$ cat config.mk
export PLATFORM = sky130hd
export DESIGN_NAME = banked_mem_decoder
export DESIGN_NICKNAME = d
export VERILOG_FILES = /design/src/rtl/bd_pkg.sv /design/src/rtl/bd_port_reg.sv /design/src/rtl/bd_prog_map.sv /design/src/rtl/bd_xram_map.sv /design/src/rtl/banked_mem_decoder.sv
export SDC_FILE = /design/constraint.sdc
export NUM_CORES = 1
export LEC_CHECK = 0
export ABC_AREA = 1
export BUFFER_PORTS_ARGS = -buffer_cell sky130_fd_sc_hd__buf_2
export CAP_MARGIN = 20
export CORE_ASPECT_RATIO = 1.5
export CORE_UTILIZATION = 30
export CTS_BUF_LIST = sky130_fd_sc_hd__clkbuf_4 sky130_fd_sc_hd__clkbuf_8
export CTS_CLUSTER_DIAMETER = 200
export DETAILED_ROUTE_END_ITERATION = 8
export MAX_ROUTING_LAYER = met4
export PLACE_DENSITY = 0.7
export SETUP_SLACK_MARGIN = 0.4
export SLEW_MARGIN = 20
export SYNTH_ARGS = -nofsm -noshare
export SYNTH_HDL_FRONTEND = slang
export SYNTH_SLANG_ARGS = --single-unit
$ cat constraint.sdc
create_clock -name clk -period 1.54 [get_ports clk]
set_clock_uncertainty 0.05 [all_clocks]
set_input_delay 0.231 -clock clk [delete_from_list [all_inputs] [get_ports clk]]
set_output_delay 0.231 -clock clk [all_outputs]
set_load 0.01 [all_outputs]
$ cat src/rtl/bd_pkg.sv
// Package: shared widths and the access-target type for the banked decoder.
// Assumes: 8-bit CPU low address and a 4 KB program space.
package bd_pkg;
    localparam int LOW_AW  = 8;
    localparam int HI_AW   = 4;
    localparam int ROM_AW  = LOW_AW + HI_AW;
    localparam int BOOT_AW = 10;
    localparam int PAGE_W  = 2;
    localparam int RAM_AW  = LOW_AW + PAGE_W;
    localparam int CTRL_W  = PAGE_W + 1;
    localparam int COL_W   = 8;

    typedef enum logic [1:0] {
        TGT_NONE = 2'd0,
        TGT_BOOT = 2'd1,
        TGT_CART = 2'd2,
        TGT_XRAM = 2'd3
    } tgt_e;
endpackage

$ cat src/rtl/bd_port_reg.sv
// Module: bd_port_reg
// Holds one port value. It loads on a write strobe and resets to all ones.
// Assumes: a synchronous active-low reset.
module bd_port_reg #(
    parameter int W = 4
) (
    input  logic         clk,
    input  logic         rst_n,
    input  logic         we,
    input  logic [W-1:0] wdata,
    output logic [W-1:0] q
);
    // Purpose: reset to all ones, otherwise load on strobe.
    always_ff @(posedge clk) begin
        if (!rst_n)  q <= '1;
        else if (we) q <= wdata;
    end
endmodule

$ cat src/rtl/bd_prog_map.sv
// Module: bd_prog_map
// Builds the full program address and picks boot ROM or cartridge.
// Assumes: the boot overlay covers the lowest 2**BOOT_AW bytes.
module bd_prog_map
    import bd_pkg::*;
#(
    parameter int LAW = LOW_AW,
    parameter int HAW = HI_AW,
    parameter int BAW = BOOT_AW,
    localparam int AW = LAW + HAW
) (
    input  logic           rom_rd,
    input  logic           boot_off,
    input  logic [HAW-1:0] hi_bits,
    input  logic [LAW-1:0] lo_bits,
    output logic [AW-1:0]  addr,
    output tgt_e           tgt
);
    logic in_low;

    // Purpose: join the port nibble and the CPU byte into the program address.
    always_comb addr = {hi_bits, lo_bits};

    // Purpose: detect the overlay window at the bottom of program space.
    always_comb in_low = (addr[AW-1:BAW] == '0);

    // Purpose: choose the target of a program fetch.
    always_comb begin
        if (!rom_rd)                 tgt = TGT_NONE;
        else if (in_low && !boot_off) tgt = TGT_BOOT;
        else                         tgt = TGT_CART;
    end
endmodule

$ cat src/rtl/bd_xram_map.sv
// Module: bd_xram_map
// Builds the external RAM address and reports video-bank information.
// Assumes: page 0 is general storage, and pages 1..NPAGE-1 each hold COLS columns.
module bd_xram_map
    import bd_pkg::*;
#(
    parameter int LAW  = LOW_AW,
    parameter int PW   = PAGE_W,
    parameter int CW   = COL_W,
    parameter int COLS = 50,
    localparam int AW  = LAW + PW
) (
    input  logic           ram_req,
    input  logic [PW-1:0]  page,
    input  logic [LAW-1:0] lo_bits,
    output logic [AW-1:0]  addr,
    output logic           vflag,
    output logic [PW-1:0]  vbank,
    output logic [CW-1:0]  cfirst,
    output logic [CW-1:0]  clast
);
    localparam int NPAGE = 1 << PW;

    logic [CW-1:0] first_tab [NPAGE];
    logic [CW-1:0] last_tab  [NPAGE];

    // One column-range entry per page. Page 0 carries no range.
    for (genvar g = 0; g < NPAGE; g++) begin : g_cols
        if (g == 0) begin : g_store
            assign first_tab[g] = '0;
            assign last_tab[g]  = '0;
        end else begin : g_video
            assign first_tab[g] = CW'((g - 1) * COLS + 1);
            assign last_tab[g]  = CW'(g * COLS);
        end
    end

    // Purpose: join the page and the CPU byte into the RAM address.
    always_comb addr = {page, lo_bits};

    // Purpose: flag a video bank and give its index and column range.
    always_comb begin
        vflag  = ram_req && (page != '0);
        vbank  = vflag ? page : '0;
        cfirst = vflag ? first_tab[page] : '0;
        clast  = vflag ? last_tab[page]  : '0;
    end
endmodule

$ cat src/rtl/banked_mem_decoder.sv
// Module: banked_mem_decoder (top)
// Holds the port latches and decodes program and RAM accesses into selects and addresses.
// Assumes: rom_rd and ram_rd describe the current CPU access. A program fetch takes priority.
module banked_mem_decoder
    import bd_pkg::*;
#(
    parameter int COLS_PER_BANK = 50
) (
    input  logic              clk,
    input  logic              rst_n,
    input  logic              p1_we,
    input  logic [CTRL_W-1:0] p1_wdata,
    input  logic              p2_we,
    input  logic [HI_AW-1:0]  p2_wdata,
    input  logic [LOW_AW-1:0] cpu_addr,
    input  logic              rom_rd,
    input  logic              ram_rd,
    output logic              boot_sel,
    output logic              cart_sel,
    output logic              xram_sel,
    output logic [ROM_AW-1:0] rom_addr,
    output logic [RAM_AW-1:0] ram_addr,
    output logic              video_flag,
    output logic [PAGE_W-1:0] video_bank,
    output logic [COL_W-1:0]  col_first,
    output logic [COL_W-1:0]  col_last
);
    logic [CTRL_W-1:0] p1_q;
    logic [HI_AW-1:0]  p2_q;
    tgt_e              prog_tgt;
    logic              ram_req;

    bd_port_reg #(.W(CTRL_W)) u_p1 (
        .clk(clk), .rst_n(rst_n), .we(p1_we), .wdata(p1_wdata), .q(p1_q)
    );

    bd_port_reg #(.W(HI_AW)) u_p2 (
        .clk(clk), .rst_n(rst_n), .we(p2_we), .wdata(p2_wdata), .q(p2_q)
    );

    bd_prog_map #(.LAW(LOW_AW), .HAW(HI_AW), .BAW(BOOT_AW)) u_prog (
        .rom_rd(rom_rd), .boot_off(p1_q[CTRL_W-1]), .hi_bits(p2_q),
        .lo_bits(cpu_addr), .addr(rom_addr), .tgt(prog_tgt)
    );

    // Purpose: a RAM access only counts when no program fetch is pending.
    always_comb ram_req = ram_rd && !rom_rd;

    bd_xram_map #(.LAW(LOW_AW), .PW(PAGE_W), .CW(COL_W), .COLS(COLS_PER_BANK)) u_xram (
        .ram_req(ram_req), .page(p1_q[PAGE_W-1:0]), .lo_bits(cpu_addr),
        .addr(ram_addr), .vflag(video_flag), .vbank(video_bank),
        .cfirst(col_first), .clast(col_last)
    );

    // Purpose: expand the chosen target into one-hot select lines.
    always_comb begin
        boot_sel = (prog_tgt == TGT_BOOT);
        cart_sel = (prog_tgt == TGT_CART);
        xram_sel = ram_req;
    end
endmodule

After elaboration in Yosys (flattened, before gate mapping)
Index checks and enable logic that the tools add are counted.
Storage, ports and cells
  bits of input ports: 21
  flip-flop bits (word level): 7
  word-level logic and storage cells: 24
  output and inout port bits: 44
Operators by class
  reduce and logical (&&, ||, !) cells: 7
  mux-type cells: 11
  magnitude comparators: 1
  equal/unequal tests: 2
  bitwise logic cells: 1
Operators by type and width (number)
  $mux W8: 6
  $bmux W8 S2: 2
  $mux W2: 3
  $ge A3 B3 Y1 const B: 1
  $logic_and A1 B1 Y1: 3
  $not A2 Y3: 1
  $eq A2 B1 Y1 const B: 1
  $eq A2 B2 Y1 const B: 1
  $logic_not A1 Y1: 2
  $logic_not A2 Y1: 1
  $reduce_bool A2 Y1: 1

Longest topological paths before layout
  word-level depth: 5
  gate-level depth with buffers: 6

Modules after synthesis
A second synthesis with hierarchy kept.
Unflattened totals
  cell total of the unflattened synthesis: 94
  area total of the unflattened synthesis: 635.6 µm²
Modules (own cells, without submodules)
  bd_xram_map: area each 261.5 µm², cells each 40, instances 1
  bd_port_reg (u_p2): area each 133.9 µm², cells each 17, instances 1
  bd_prog_map: area each 116.4 µm², cells each 18, instances 1
  bd_port_reg (u_p1): area each 101.3 µm², cells each 13, instances 1
  banked_mem_decoder: area each 22.5 µm², cells each 6, instances 1

Worst setup path before layout
OpenSTA, ideal clock, no wires.
  path type: reg-to-output
  from: reg u_p1.q[0]
  to: out col_last[2]
  setup slack: -7 ps
  stages on the path, launching flop included: 7
  arrival time: 1266 ps
  buffers on the path: 1
  cell sequence: dfxtp_1 > inv_1 > ha_1 > inv_1 > nand3_4 > nor2_1 > buf_4
On the way
  longest elaborated chain between the ends: 5
RTL lines
  start: declaration: line bd_port_reg.sv:11  | output logic [W-1:0] q
  start signal: assignment: line bd_port_reg.sv:16  | else if (we) q <= wdata;
  $not A2 Y3 (implied by the code): line bd_xram_map.sv:46  | clast = vflag ? last_tab[page] : '0;
  $bmux W8 S2: line bd_xram_map.sv:46
  $mux W8 (implied by the code) (2 in a row): line bd_xram_map.sv:46
  $mux W8 *: line bd_xram_map.sv:46
  end: declaration: line banked_mem_decoder.sv:26  | output logic [COL_W-1:0] col_last
Every way passes the cells marked *; elsewhere a longest branch is shown, timed or not. The select of a mux whose other input is x is not followed.

Final worst setup path
  from: reg u_p1.q[0]
  to: out col_first[5]
On the way
  longest elaborated chain between the ends: 5
RTL lines
  $not A2 Y3 (implied by the code): line bd_xram_map.sv:45  | cfirst = vflag ? first_tab[page] : '0;
  $bmux W8 S2: line bd_xram_map.sv:45
  $mux W8 (implied by the code) (2 in a row): line bd_xram_map.sv:45
  $mux W8 *: line bd_xram_map.sv:45
  end: declaration: line banked_mem_decoder.sv:25  | output logic [COL_W-1:0] col_first,
Marked as above.

==> metrics.txt <==
H-tree depth=1; placed cells=116; final wirelength=1140 µm; Area Overhead vs Synth=36.2%; max_cap viols=0; Die Footprint=2130 µm²; first-pass GRT wire length=~1800 µm; largest net degree at the start of global routing=8; minimum clock period=between 1.5 and 2 ns; commonest cells in the netlist=buf_4, nand2_1, inv_1, nor2_1; RSZ-0062 raised after global routing=yes; Crit Reg-Reg Startpoint=u_p1.q[0]; reg2reg end=u_p1.q[0]; Tot GR Track Use=between 10% and 20%; clock network power share=32.8%; Post-Synth XOR/XNOR Area=0%; fin cells=roughly 130; CTS tree=built; synth top area cells=buf_4, dfxtp_1, nand2_1; Die Ht=56.1 µm; Critical Path RT=1.26 ns; Reg power frac=36.5%; portion of netlist area occupied by mux cells=0%; DRT Pass-1 Iters=3; Post-Syn Area per Cell=6.96 µm²; via count=between 500 and 600; Synth top area share=36.0%; DPL Wire Length=844 µm; Leak Pwr=around 0.45 nW; asr flop ratio synth=0%; status=finished, violations left; Int Power=0.394 mW; post-synthesis compound-gate area fraction=0.857%; Register-to-Register Path Depth=3; VDD IR max=0.000391 V; failing checks=negative setup slack; DRC=0; CTS buffer count=3; initial antenna violation count=0; layout cells sized above 1=around three fifths; cell count after synthesis=84; Final GP Congestion=0.658; Worst-Skew Late Latency=0.25 ns; Die Wd=38.0 µm; Synth Area in Simple Gates=23.8%; crit-path max FO=7; YS warnings=0; nets@finish=130; Primary FF master, synth=dfxtp_1; register bit total from synthesis=7; worst hold path class=in2reg; Net Sw Frac=30.0%; post-synth cell types=11; Worst setup SP type=flip-flop; I/O pins=65; core area=1830 µm²; largest family of logic cells by synthesized area=buffers and inverters; placed cell areas=647 µm²; Tcrit/Tclk final=101%; Arr. time, crit path=1.28 ns; routed len/inst=between 9 and 10 µm; IO Port Bufs=36; Finished Cell Area=796 µm²; Hold Path Sink=u_p2.q[1]; dominant cell type by area after synthesis=buf_4; Setup crit end kind=output port; Switch Pwr=approximately 0.17 mW; Via-to-Cell Ratio=4.15; antenna diode count=0; Overflow after GRT=0; setup violators final=8; adder-cell area share of the yosys netlist=6.42%; Routed Antenna Nets=0; crit path kind=reg2out; Design Power=0.562 mW; Starting Density=31.9%; worst-case clock buffer depth=2; R2R setup slack=0.77 ns; Post-synth EDFFs=0; Slew Limit Fails=0; CTS Sinks=7; final hold violation count=0; Min-Delay Path Depth=3; vias in the first global route=454; most frequent cell after synthesis=buf_4; Clock transition at path regs=0.05 ns; combinational power share=30.7%; origin of the worst min-delay path=p2_wdata[1]; # rows=19; fmax=641 MHz; root cell of the clock tree=clkbuf_4; setup ws final=-0.0189 ns; PD cells=707 nW/µm²; post-synthesis cell area=around 580 µm²; post-synthesis sequential area ratio=24.0%; DR iter-0 viols=9
## how the worst max path moves through the flow
stage	startpoint	end	slack [ns]	cells after the start
2_1_floorplan	u_p1.q[0]	col_first[4]	0.18	6
3_3_place_gp	u_p1.q[0]	col_last[6]	0.25	6
3_5_place_dp	u_p1.q[1]	col_first[4]	0.20	6
4_1_cts	u_p1.q[1]	col_first[4]	-0.02	6
5_1_grt	u_p1.q[0]	col_first[5]	-0.11	6
6_report	u_p1.q[0]	col_first[5]	-0.02	6
## flip-flops by register name, indices dropped and copies added, names as in the netlist
| register | flops |
|---|---|
| u_p1.q | 3 |
| u_p2.q | 4 |
## routing by layer
metal / vias up / track usage (%) / routed length, µm
li1: 258 / - / -
met1: 209 / 11.9 / 396
met2: 43 / 18.2 / 560
met3: 13 / 1.20 / 109
met4: 0 / 13.3 / 75
met5: - / - / 0
## critical path: stages, from the launching register on
cell and delay, ns:
dfxtp_4 0.35, inv_4 0.04, ha_4 0.14, inv_2 0.05, nand3_4 0.14, nor2_4 0.15, buf_2 0.15
## what timing repair did
action                                  CTS  global route
gates cloned                              0             0
gates resized for setup                  12             5
hold buffers                              0             0
endpoints found under the setup margin   17            20
pin swaps                                 5             3
setup buffers                             5             1
## placed cells by master, fill, tap and decap left out, types with 3 or more instances in the layout
cell type and n:
buf_2 27, buf_4 6, buf_6 9, clkbuf_4 4, conb_1 4, dfxtp_4 3, inv_1 7, inv_2 4
nand2_1 15, nand3_1 7, nor2_1 3, nor2_4 5
## cell type report
cell class | instances | area, µm²
Fill cell | 191 | 1030
Clock buffer | 4 | 30.0
Sequential cell | 7 | 154
Inverter | 13 | 53.8
Timing Repair Buffer | 42 | 282
Tap cell | 21 | 26.3
Multi-Input combinational cell | 39 | 250
## cells by family (layout without fill, tap and decap cells)
group / after synthesis / after routing
flip-flops: 7 / 7
buffers and inverters: 41 / 59
AO/OA/AOI/OAI: 1 / 1
adder cells (fa/ha/maj): 3 / 3
AND/OR/NAND/NOR: 31 / 31
other: 1 / 4
## through the flow
step	worst slack [ns]	hold WS [ns]	TNS [ns]	util, %
after detailed placement	0.199	0.393	0	35.3
after global routing	-0.110	0.142	-1.13	43.5
after floorplan	0.182	0.264	0	-
final	-0.0189	0.134	-0.0944	43.5
after CTS	-0.0249	0.125	-0.174	41.8
after global placement	0.245	0.391	0	35.3
## power groups by stage
stage | clock network (mW) | logic [mW] | registers [mW]
2_1_floorplan | 0 | 0.141 | 0.213
3_3_place_gp | 0 | 0.136 | 0.208
3_5_place_dp | 0 | 0.137 | 0.209
4_1_cts | 0.193 | 0.166 | 0.204
5_1_grt | 0.202 | 0.194 | 0.207
6_report | 0.185 | 0.173 | 0.205
Power figures use the tool's default switching activity.
